### src/rtl/wake_wdog_pkg.sv
package wake_wdog_pkg;

    typedef enum logic [1:0] {
        WS_HOLD = 2'd0,
        WS_RUN  = 2'd1,
        WS_STOP = 2'd2,
        WS_BITE = 2'd3
    } wdog_state_e;

    typedef struct packed {
        logic stab_done;
        logic wrap;
    } tmr_evt_t;

    typedef struct packed {
        logic cpu_rst;
        logic stop_mode;
        logic running;
    } wdog_stat_t;

    function automatic logic rise_of(input logic cur, input logic prev);
        return cur & ~prev;
    endfunction

    function automatic wdog_stat_t decode_state(input wdog_state_e st);
        wdog_stat_t s;
        s.running   = (st == WS_RUN);
        s.stop_mode = (st == WS_STOP);
        s.cpu_rst   = (st != WS_RUN);
        return s;
    endfunction

endpackage

### src/rtl/wake_wdog_timer.sv
module wake_wdog_timer
    import wake_wdog_pkg::*;
#(
    parameter int PRESCALE   = 12,
    parameter int CNT_W      = 13,
    parameter int STAB_TICKS = 1024
) (
    input  logic     clk,
    input  logic     rst,
    input  logic     clr,
    output tmr_evt_t evt
);
    localparam int PW = (PRESCALE > 1) ? $clog2(PRESCALE) : 1;
    localparam logic [PW-1:0]    PRE_LAST  = PW'(PRESCALE - 1);
    localparam logic [CNT_W-1:0] STAB_LAST = CNT_W'(STAB_TICKS - 1);
    localparam logic [CNT_W-1:0] CNT_MAX   = {CNT_W{1'b1}};

    logic [PW-1:0]    pre_q;
    logic [CNT_W-1:0] cnt_q;
    logic             tick;

    assign tick = (pre_q == PRE_LAST);

    always_ff @(posedge clk) begin
        if (rst || clr) begin
            pre_q <= '0;
        end else if (tick) begin
            pre_q <= '0;
        end else begin
            pre_q <= pre_q + 1'b1;
        end
    end

    always_ff @(posedge clk) begin
        if (rst || clr) begin
            cnt_q <= '0;
        end else if (tick) begin
            cnt_q <= cnt_q + 1'b1;
        end
    end

    always_comb begin
        evt.stab_done = tick && (cnt_q == STAB_LAST);
        evt.wrap      = tick && (cnt_q == CNT_MAX);
    end

endmodule

### src/rtl/wake_wdog_keysync.sv
module wake_wdog_keysync #(
    parameter int KEY_W = 8
) (
    input  logic             clk,
    input  logic             rst,
    input  logic [KEY_W-1:0] key_n,
    output logic             key_act
);
    logic [KEY_W-1:0] meta_q;
    logic [KEY_W-1:0] sync_q;

    for (genvar i = 0; i < KEY_W; i++) begin : g_bit
        always_ff @(posedge clk) begin
            if (rst) begin
                meta_q[i] <= 1'b1;
                sync_q[i] <= 1'b1;
            end else begin
                meta_q[i] <= key_n[i];
                sync_q[i] <= meta_q[i];
            end
        end
    end

    assign key_act = ~&sync_q;

endmodule

### src/rtl/wake_wdog_fsm.sv
module wake_wdog_fsm
    import wake_wdog_pkg::*;
(
    input  logic        clk,
    input  logic        rst,
    input  logic        stop_req,
    input  logic        key_act,
    input  logic        svc,
    input  tmr_evt_t    evt,
    output wdog_state_e st,
    output logic        clr
);
    wdog_state_e st_q;
    wdog_state_e st_d;

    always_comb begin
        st_d = st_q;
        clr  = 1'b0;
        unique case (st_q)
            WS_HOLD: begin
                if (evt.stab_done) begin
                    st_d = WS_RUN;
                end
            end
            WS_RUN: begin
                if (stop_req && !key_act) begin
                    st_d = WS_STOP;
                    clr  = 1'b1;
                end else if (svc) begin
                    clr  = 1'b1;
                end else if (evt.wrap) begin
                    st_d = WS_BITE;
                    clr  = 1'b1;
                end
            end
            WS_BITE: begin
                st_d = WS_HOLD;
                clr  = 1'b1;
            end
            WS_STOP: begin
                clr = 1'b1;
                if (key_act) begin
                    st_d = WS_HOLD;
                end
            end
            default: begin
                st_d = WS_HOLD;
                clr  = 1'b1;
            end
        endcase
    end

    always_ff @(posedge clk) begin
        if (rst) begin
            st_q <= WS_HOLD;
        end else begin
            st_q <= st_d;
        end
    end

    assign st = st_q;

endmodule

### src/rtl/wake_wdog_padgate.sv
module wake_wdog_padgate #(
    parameter int SCAN_W = 8
) (
    input  logic              stop_mode,
    input  logic [SCAN_W-1:0] scan_d,
    output logic [SCAN_W-1:0] scan_o,
    output logic              rem_oe
);
    for (genvar i = 0; i < SCAN_W; i++) begin : g_scan
        assign scan_o[i] = scan_d[i] & ~stop_mode;
    end

    assign rem_oe = ~stop_mode;

endmodule

### src/rtl/wake_wdog_top.sv
module wake_wdog_top
    import wake_wdog_pkg::*;
#(
    parameter int PRESCALE   = 12,
    parameter int CNT_W      = 13,
    parameter int STAB_TICKS = 1024,
    parameter int KEY_W      = 8,
    parameter int SCAN_W     = 8
) (
    input  logic              clk,
    input  logic              rst,
    input  logic              stop_req,
    input  logic [KEY_W-1:0]  key_n,
    input  logic              rem_data,
    input  logic [SCAN_W-1:0] scan_d,
    output logic              cpu_rst,
    output logic              osc_en,
    output logic              stop_mode,
    output logic              running,
    output logic [SCAN_W-1:0] scan_o,
    output logic              rem_oe
);
    wdog_state_e st;
    wdog_stat_t  stat;
    tmr_evt_t    evt;
    logic        clr;
    logic        key_act;
    logic        rem_prev_q;
    logic        svc;

    always_ff @(posedge clk) begin
        if (rst) begin
            rem_prev_q <= 1'b0;
        end else begin
            rem_prev_q <= rem_data;
        end
    end

    assign svc = rise_of(rem_data, rem_prev_q);

    wake_wdog_keysync #(.KEY_W(KEY_W)) keysync_i (
        .clk     (clk),
        .rst     (rst),
        .key_n   (key_n),
        .key_act (key_act)
    );

    wake_wdog_timer #(
        .PRESCALE   (PRESCALE),
        .CNT_W      (CNT_W),
        .STAB_TICKS (STAB_TICKS)
    ) timer_i (
        .clk (clk),
        .rst (rst),
        .clr (clr),
        .evt (evt)
    );

    wake_wdog_fsm fsm_i (
        .clk      (clk),
        .rst      (rst),
        .stop_req (stop_req),
        .key_act  (key_act),
        .svc      (svc),
        .evt      (evt),
        .st       (st),
        .clr      (clr)
    );

    assign stat      = decode_state(st);
    assign cpu_rst   = stat.cpu_rst;
    assign stop_mode = stat.stop_mode;
    assign running   = stat.running;

    // wake path bypasses every flop: a low key restarts the oscillator
    assign osc_en = ~stat.stop_mode | ~&key_n;

    wake_wdog_padgate #(.SCAN_W(SCAN_W)) padgate_i (
        .stop_mode (stat.stop_mode),
        .scan_d    (scan_d),
        .scan_o    (scan_o),
        .rem_oe    (rem_oe)
    );

endmodule

### config.mk
export PLATFORM = sky130hd
export DESIGN_NAME = wake_wdog_top
export DESIGN_NICKNAME = d
export VERILOG_FILES = /design/src/rtl/wake_wdog_pkg.sv /design/src/rtl/wake_wdog_timer.sv /design/src/rtl/wake_wdog_keysync.sv /design/src/rtl/wake_wdog_fsm.sv /design/src/rtl/wake_wdog_padgate.sv /design/src/rtl/wake_wdog_top.sv
export SDC_FILE = /design/constraint.sdc
export NUM_CORES = 1
export LEC_CHECK = 0
export BUFFER_PORTS_ARGS = -buffer_cell sky130_fd_sc_hd__clkbuf_2
export CELL_PAD_IN_SITES_DETAIL_PLACEMENT = 0
export CELL_PAD_IN_SITES_GLOBAL_PLACEMENT = 1
export CORE_MARGIN = 1
export CORE_UTILIZATION = 40
export CTS_BUF_LIST = sky130_fd_sc_hd__clkbuf_16
export CTS_CLUSTER_SIZE = 30
export DETAILED_ROUTE_END_ITERATION = 8
export GPL_ROUTABILITY_DRIVEN = 0
export PLACE_DENSITY = 0.84
export SYNTH_ARGS = -nofsm -noshare
export SYNTH_HDL_FRONTEND = slang
export SYNTH_HIERARCHICAL = 1
export SYNTH_SLANG_ARGS = --single-unit
export TNS_END_PERCENT = 1
### constraint.sdc
create_clock -name clk -period 2.8 [get_ports clk]
set_input_delay 0.56 -clock clk [delete_from_list [all_inputs] [get_ports clk]]
set_output_delay 0.56 -clock clk [all_outputs]
set_load 0.01 [all_outputs]
==> results of run 1 <==
-- final cells by class --
| cell class | instances | area, sq um |
|---|---|---|
| clock buffer | 5 | 125.1 |
| clock inverter | 3 | 42.54 |
| fill | 311 | 1602 |
| inverter | 7 | 26.28 |
| multi-input combinational | 108 | 708.2 |
| sequential | 36 | 720.7 |
| tap | 46 | 57.56 |
| timing repair buffer | 32 | 160.2 |
-- worst max-delay path: cells and delay by family, from the launching register on --
family	cells	cell delay [ns]
DFF	1	0.34
adders and majority gates	1	0.28
AOI/OAI and AO/OA	1	0.17
and+or+nand+nor	6	1.34
-- sequential cells by signal, summed over array words and instances, names as in the netlist --
name	count
rem_prev_q	1
timer_i/cnt_q	13
keysync_i/meta_q	8
timer_i/pre_q	4
keysync_i/sync_q	8
fsm_i/st	2
-- cells by family (layout without fill, tap and decap cells) --
group,after synthesis,after routing
XOR/XNOR,12,12
adder cells (fa/ha/maj),2,2
flip-flops,36,36
buffers and inverters,11,47
multiplexers,1,1
AND/OR/NAND/NOR,84,84
AO/OA/AOI/OAI,9,9
-- layout by cell type (no fill, tap or decap), drive strengths merged, types with 2 or more instances in the layout --
cell,Yosys,final
xor2,2,2
dfxtp,36,36
clkbuf,2,37
o21ai,2,2
inv,7,7
or3,2,2
nand2,6,6
nor3,5,5
nand4,5,5
and4,2,2
nor2b,12,12
nor2,18,18
ha,2,2
xnor2,10,10
or2,18,18
a21oi,4,4
nor4,4,4
nand3,5,5
-- layer usage --
layer  up-vias  track usage, %  wire length, microns
li1        582               -                     -
met1       528           15.50                  1132
met2        40           23.39                  1122
met3         4           6.022                   146
met4         0           8.721                    48
met5         -               0                     0
-- report_power, final --
group,switching [mW],internal [mW],leakage [nW]
registers,0.00542,0.528,0.295
clock network,0.204,0.417,0.0798
logic,0.0297,0.0321,0.390
total,0.239,0.977,0.765
-- worst max-delay path by stage --
stage	start	endpoint	slack, ns
after floorplan	timer_i/pre_q[0]	timer_i/cnt_q[0]	0.59
after global placement	timer_i/pre_q[0]	timer_i/cnt_q[8]	0.66
after detailed placement	timer_i/pre_q[0]	timer_i/cnt_q[7]	0.56
after CTS	timer_i/pre_q[0]	timer_i/cnt_q[2]	0.52
after global routing	timer_i/pre_q[0]	timer_i/cnt_q[11]	0.38
final	timer_i/pre_q[0]	timer_i/cnt_q[2]	0.54
-- metrics by stage --
stage	hold slack [ns]	total power [mW]	setup WS [ns]	area, sq um
2_1_floorplan	0.3832	0.5810	0.5897	1485
3_3_place_gp	0.3870	0.6053	0.6645	1673
3_5_place_dp	0.3899	0.6070	0.5577	1673
4_1_cts	0.4026	1.234	0.5212	1841
5_1_grt	0.4222	1.263	0.3793	1841
6_report	0.4021	1.216	0.5414	1841
==> impl_metrics.ini, run 1 <==
[synthesis]
yosysMostFrequentCell = dfxtp_1
syn_inst = 155
synth_compound_area_share_pct = 4.634
synth_top_cell_by_area = dfxtp_1
synth_fa_ha_area_share_pct = 1.685
synth_top_family_by_area = simple AND/OR/NAND/NOR gates
synth-simple-area-share_pct = 33.61
synthesis.area_sq_um = 1485
synthTopCellsByArea = dfxtp_1, or2_1, xnor2_1, nor2_1, nor2b_1
ys_types = 34
synth_xor_area_share_pct = 7.077
yosys_warnings = 6
ys.flop_type = dfxtp_1
synth_top_area_share_pct = 48.53
synth_edf_count = 0
synth-seq-cells = 36
yosysSeqAreaShare_pct = 48.53
syn-num-nets = 177
avgSynthCellArea_sq_um = 9.582
ys_async_sr_fraction_pct = 0
synth_commonest_cells = dfxtp_1, nor2_1, or2_1
synth_mux_area_share_pct = 0.6740

[sta]
slew_headroom_pct = 72.40
worst_slew_pin_slew_ns = 0.4102
period_minus_slack_ns = 2.259
setup_viol = 0
finClkSkew_ns = 0.001316
grt_setup_unrepaired = false
fin_tns_setup_ns = 0
fmax_mhz = 442.7
hold_viol_final = 0
finalCritPeriodShare_pct = 80.66
slew_viol_final = 0

[power_and_ir_drop]
power_leakage_nw = 0.7651
power_density_nw_per_um2 = 660.8
vdd_drop_max_uv = 302.8

[cts]
worstSkewPairLatency_ns = 0.28
cts_root_buffer = clkbuf_16
cts_max_level = 2
cts_resized = 0
post_cts_buffers = 0
ctsHoldBuffers = 0
numCtsBuffers = 5
clk_pin_slew_ns = 0.05
clock-sinks = 36
max-clock-path-buffers = 2
cts_tree = done

[route]
route.detailed.drc = 0
wire_per_inst_microns = 10.33
drt_iter0_drc = 51
vias = 1154
routed_via_density = 4.869
wirelength_microns = 2449
antenna_left = 0
first_pass_iters = 4

[finish]
final_core_util_pct = 53.47
finalNonFillerCells = 237
drive_gt1_share_pct = 25.13
final_nets = 212
n_antenna_cell = 0
area_growth_pct = 23.93

[floorplan]
initial_core_util_pct = 43.15
die_h_microns = 62.94
coreArea_sq_um = 3442
fp-row-count = 21
die_area_sq_um = 3961
die-width_microns = 62.94
design.portCount = 33

[outcome]
outcome = finished clean

[placed_design]
hpwl_microns = 1793
dp.cells = 229
io_buffers = 32

[global_route]
overflow = 0
antenna_found_initial = 0
grt_pass1_wl_microns = 4271
groute.usage.overall_pct = 14.43
grt_pass1_vias = 1041
grt_max_degree = 23

[worst_setup_path]
arrival_ns = 2.42
r2r_cells = 8
crit_path_end_kind = flop
cp_max_fo = 14
slowest_stage = nor4_1
rrSetupSlack_ns = 0.54
r2r_end = timer_i/cnt_q[2]
reg2reg_from = timer_i/pre_q[0]
critPathKind = flop to flop
worstPathRequired_ns = 2.96
start_kind = flop
cp_cell_sequence = ha_1 -> nand4b_4 -> nor4_1 -> and2_1 -> nor3_1 -> o21bai_1 -> or2_2 -> nor2_1
slowest_delay_ns = 0.46

[min_path]
whs_path_depth = 1
hold_path.class = flop to flop
min_from = keysync_i/meta_q[7]
hold_end = keysync_i/sync_q[7]

[flow_run]
maxCapViolations = 0
(Power assumes the default switching activity.)
==> inputs of run 2 (changes only) <==
==> constraint.sdc (replaced) <==
create_clock -name clk -period 2.1 [get_ports clk]
set_input_delay 0.42 -clock clk [delete_from_list [all_inputs] [get_ports clk]]
set_output_delay 0.42 -clock clk [all_outputs]
set_load 0.01 [all_outputs]
==> impl_metrics.ini, run 2 (same netlist as run 1, synthesis figures left out) <==
[power_and_ir_drop]
vdd_drop_max_uv = 435.1
power_density_nw_per_um2 = 864.4
power_mw = 1.647
power_leakage_nw = 0.8060

[finish]
area_growth_pct = 28.31
drive_gt1_share_pct = 29.23
largest_register_ffs = 13
n_antenna_cell = 0
top_regs = timer_i/cnt_q (13), keysync_i/meta_q (8), keysync_i/sync_q (8)
layout_common_cells = dfxtp_1, clkbuf_2, nor2_1
final_nets = 216
finalNonFillerCells = 241
final_common_cell = dfxtp_1
top_register = timer_i/cnt_q
fillCellCount = 306

[sta]
fmax_mhz = 510.5
worst_slew_pin_slew_ns = 0.4010
hold_viol_final = 0
fin_hold_ws_ns = 0.3250
finalCritPeriodShare_pct = 93.28
setup_viol = 0
slew_headroom_pct = 73.14
slew_viol_final = 0
period_minus_slack_ns = 1.959
finClkSkew_ns = 0.004046

[floorplan]
die-width_microns = 62.94
coreArea_sq_um = 3442
initial_core_util_pct = 43.15
fp-row-count = 21
die_h_microns = 62.94
design.portCount = 33
die_area_sq_um = 3961

[placed_design]
dp.cells = 232
io_buffers = 32
hpwl_microns = 1925

[cts]
worstSkewPairLatency_ns = 0.28
post_cts_buffers = 0
cts_max_level = 2
max-clock-path-buffers = 2
clock-sinks = 36
cts_root_buffer = clkbuf_16
numCtsBuffers = 5
clk_pin_slew_ns = 0.06
cts_tree = done

[global_route]
overflow = 0
antenna_found_initial = 0
groute.usage.overall_pct = 16.14
grt_max_degree = 23
grt_pass1_wl_microns = 4878
grt_pass1_vias = 1174

[worst_setup_path]
worstPathRequired_ns = 2.28
cp_max_fo = 3
critPathKind = flop to flop
arrival_ns = 2.14
start_kind = flop
crit_path_end_kind = flop

[route]
routed_via_density = 4.884
vias = 1177
wirelength_microns = 2802
antenna_left = 0
wire_per_inst_microns = 11.63
drt_iter0_drc = 59
route.detailed.drc = 0
first_pass_iters = 4

[flow_run]
maxCapViolations = 0

[min_path]
hold_path.class = input port to flop

[outcome]
outcome = finished clean
[run 2: what timing repair did]
action | in CTS | in global routing
hold buffers | 0 | 0
setup endpoints to repair | 0 | 18
resized for setup | 0 | 6
[run 2: routing by layer]
metal | track usage (%) | routed length, microns | share of wire (%) | vias to the layer above
met5 | 0 | 0 | 0 | -
met4 | 11.34 | 57 | 2.0 | 0
met3 | 3.832 | 173 | 6.2 | 5
met2 | 27.42 | 1380 | 49 | 41
met1 | 17.45 | 1191 | 43 | 535
li1 | - | - | - | 596
[run 2: where the power goes]
| group | leakage [nW] | internal, mW | switching [mW] |
|---|---|---|---|
| logic | 0.431 | 0.0458 | 0.0418 |
| registers | 0.295 | 0.704 | 0.00754 |
| clock network | 0.0804 | 0.563 | 0.285 |
| total | 0.806 | 1.31 | 0.335 |
[run 2: cell type report]
| cell class | count | area (sq um) | share of cell area (%) |
|---|---|---|---|
| Multi-Input combinational cell | 109 | 747.0 | 39.20 |
| Clock inverter | 3 | 46.29 | 2.429 |
| Clock buffer | 5 | 125.1 | 6.566 |
| Sequential cell | 36 | 720.7 | 37.82 |
| Inverter | 7 | 26.28 | 1.379 |
| Tap cell | 46 | 57.56 | 3.020 |
| Timing Repair Buffer | 35 | 182.7 | 9.586 |
[run 2: per-stage QoR]
| step | cell area, sq um | TNS (ns) | setup WS (ns) | util, % |
|---|---|---|---|---|
| 2_1_floorplan | 1493 | 0 | 0.04331 | - |
| 3_3_place_gp | 1702 | 0 | 0.09269 | 49.44 |
| 3_5_place_dp | 1702 | 0 | 0.04124 | 49.44 |
| 4_1_cts | 1873 | 0 | 0.02362 | 54.42 |
| 5_1_grt | 1906 | -0.1253 | -0.04268 | 55.36 |
| 6_report | 1906 | 0 | 0.1411 | 55.36 |
[run 2: final timing paths]
kind / start / end / slack, ns / depth (start not counted)
worst min-delay path: key_n[7] / keysync_i/meta_q[7] / 0.32 / 2
worst min register to register: keysync_i/meta_q[4] / keysync_i/sync_q[4] / 0.40 / 1
worst max register to register: timer_i/pre_q[0] / fsm_i/st[0] / 0.14 / 6
worst max-delay path: timer_i/pre_q[0] / fsm_i/st[0] / 0.14 / 6
[run 2: worst max-delay path, cell delays in order (launching register included)]
cell	delay (ns)
dfxtp_1	0.35
ha_2	0.22
nand4b_4	0.15
or4_4	0.58
nor4_2	0.16
nor2_1	0.08
a2111oi_2	0.31
==> inputs of run 3 (changes only) <==
--- a/config.mk
+++ b/config.mk
@@ -9,12 +9,12 @@
 export CELL_PAD_IN_SITES_DETAIL_PLACEMENT = 0
 export CELL_PAD_IN_SITES_GLOBAL_PLACEMENT = 1
 export CORE_MARGIN = 1
-export CORE_UTILIZATION = 40
+export CORE_UTILIZATION = 35
 export CTS_BUF_LIST = sky130_fd_sc_hd__clkbuf_16
 export CTS_CLUSTER_SIZE = 30
 export DETAILED_ROUTE_END_ITERATION = 8
 export GPL_ROUTABILITY_DRIVEN = 0
-export PLACE_DENSITY = 0.84
+export PLACE_DENSITY = 0.76
 export SYNTH_ARGS = -nofsm -noshare
 export SYNTH_HDL_FRONTEND = slang
 export SYNTH_HIERARCHICAL = 1
==> impl_metrics.ini, run 3 (same netlist as run 1, synthesis figures left out) <==
[outcome]
outcome = finished clean

[finish]
area.sequential_sq_um = 721.9
area_growth_pct = 28.73
multi_input_area_sq_um = 747.0
n_antenna_cell = 0
final_nets = 218
top_regs = timer_i/cnt_q (13), keysync_i/meta_q (8), keysync_i/sync_q (8)
top_register = timer_i/cnt_q
layout_common_cells = dfxtp_1, clkbuf_2, nor2_1
final_core_util_pct = 47.45
fillCellCount = 391
largest_register_ffs = 13
final_common_cell = dfxtp_1
drive_gt1_share_pct = 29.95

[sta]
finalCritPeriodShare_pct = 95.25
setup_slack_ns = 0.09976
grt_setup_unrepaired = false
period_minus_slack_ns = 2.000
slew_headroom_pct = 74.41
slew_viol_final = 0
fin_tns_setup_ns = 0
hold_viol_final = 0
setup_viol = 0
finClkSkew_ns = 0.002665
fmax_mhz = 499.9
worst_slew_pin_slew_ns = 0.3821

[power_and_ir_drop]
sequentialPowerShare_pct = 46.7
power_mw = 1.528
p_int_mw = 1.191
switching_share_pct = 22.03
power_leakage_nw = 0.7989
comb_power_share_pct = 5.7
vdd_drop_max_uv = 331.3
p_switching_mw = 0.3365
clkPwrFrac_pct = 47.6
power_density_nw_per_um2 = 799.0

[global_route]
antenna_found_initial = 0
grt_pass1_wl_microns = 4761
grt_max_degree = 23
grt_pass1_vias = 1128
overflow = 0
groute.usage.overall_pct = 14.38

[placed_design]
pre_cts_ws_ns = 0.05311
io_buffers = 32
hpwl_microns = 1965

[floorplan]
die-width_microns = 67.14
die_h_microns = 67.14
coreArea_sq_um = 4029
design.portCount = 33
die_area_sq_um = 4508
initial_core_util_pct = 36.86
fp-row-count = 23

[cts]
clock-sinks = 36
max-clock-path-buffers = 2
numCtsBuffers = 5
clk_pin_slew_ns = 0.06
cts_tree = done
cts_root_buffer = clkbuf_16
cts_max_level = 2
worstSkewPairLatency_ns = 0.28

[route]
wirelength_microns = 2756
route.detailed.drc = 0
routed_via_density = 4.761
first_pass_iters = 4
wire_per_inst_microns = 11.16
drt_iter0_drc = 50
antenna_left = 0
vias = 1176

[worst_setup_path]
arrival_ns = 2.17
critPathKind = flop to flop
critPathBufInv = 0
slowest_stage = or4_4
cp_top_family = simple AND/OR/NAND/NOR gates
start_kind = flop
cp_max_fo = 3
slowest_delay_ns = 0.58
worstPathRequired_ns = 2.27
crit_path_end_kind = flop
cp_cell_sequence = ha_4 -> nand4b_4 -> or4_4 -> nor4_2 -> nor2_1 -> a2111oi_2

[min_path]
hold_path.class = input port to flop

[flow_run]
maxCapViolations = 0
-- run 3: metal layers --
| layer | wire (microns) | share of wire, % | track usage (%) |
|---|---|---|---|
| met1 | 1275 | 46 | 17.36 |
| met5 | 0 | 0 | 0 |
| met4 | 34 | 1.2 | 7.181 |
| met3 | 147 | 5.3 | 5.068 |
| met2 | 1298 | 47 | 22.50 |
-- run 3: area by class of cell --
type | instances | area share, %
multi-input combinational | 108 | 39.07
clock inverter | 3 | 1.243
clock buffer | 5 | 6.545
tap | 50 | 3.272
timing repair buffer | 38 | 10.73
sequential | 36 | 37.76
inverter | 7 | 1.374
-- run 3: path summary, 6_finish.rpt --
path / start / end / slack (ns) / cells after the start
worst max-delay path: timer_i/pre_q[1] / fsm_i/st[0] / 0.1 / 6
worst min register to register: keysync_i/meta_q[1] / keysync_i/sync_q[1] / 0.41 / 1
worst max register to register: timer_i/pre_q[1] / fsm_i/st[0] / 0.1 / 6
worst min-delay path: key_n[4] / keysync_i/meta_q[4] / 0.33 / 2
-- run 3: timing repair --
item                                    CTS  global route
endpoints found under the setup margin    0            18
hold buffers                              0             0
gates resized for setup                   0             7
hold endpoints to repair                  0             0
setup buffers                             0             1
-- run 3: power groups by stage --
stage                     clock (mW)  sequential [mW]  combinational (mW)
after detailed placement           0            0.726              0.0848
after floorplan                    0            0.724              0.0509
after CTS                      0.747            0.711              0.0853
final                          0.726            0.713              0.0877
after global placement             0            0.725              0.0841
after global routing           0.783            0.715              0.0999
-- run 3: stage by stage --
step	cells	hold WS, ns	instance area (sq um)
finish	247	0.3325	1912
global route	247	0.3338	1912
CTS	246	0.3261	1871
detailed placement	238	0.3960	1722
global placement	238	0.3881	1722
floorplan	155	0.3832	1493
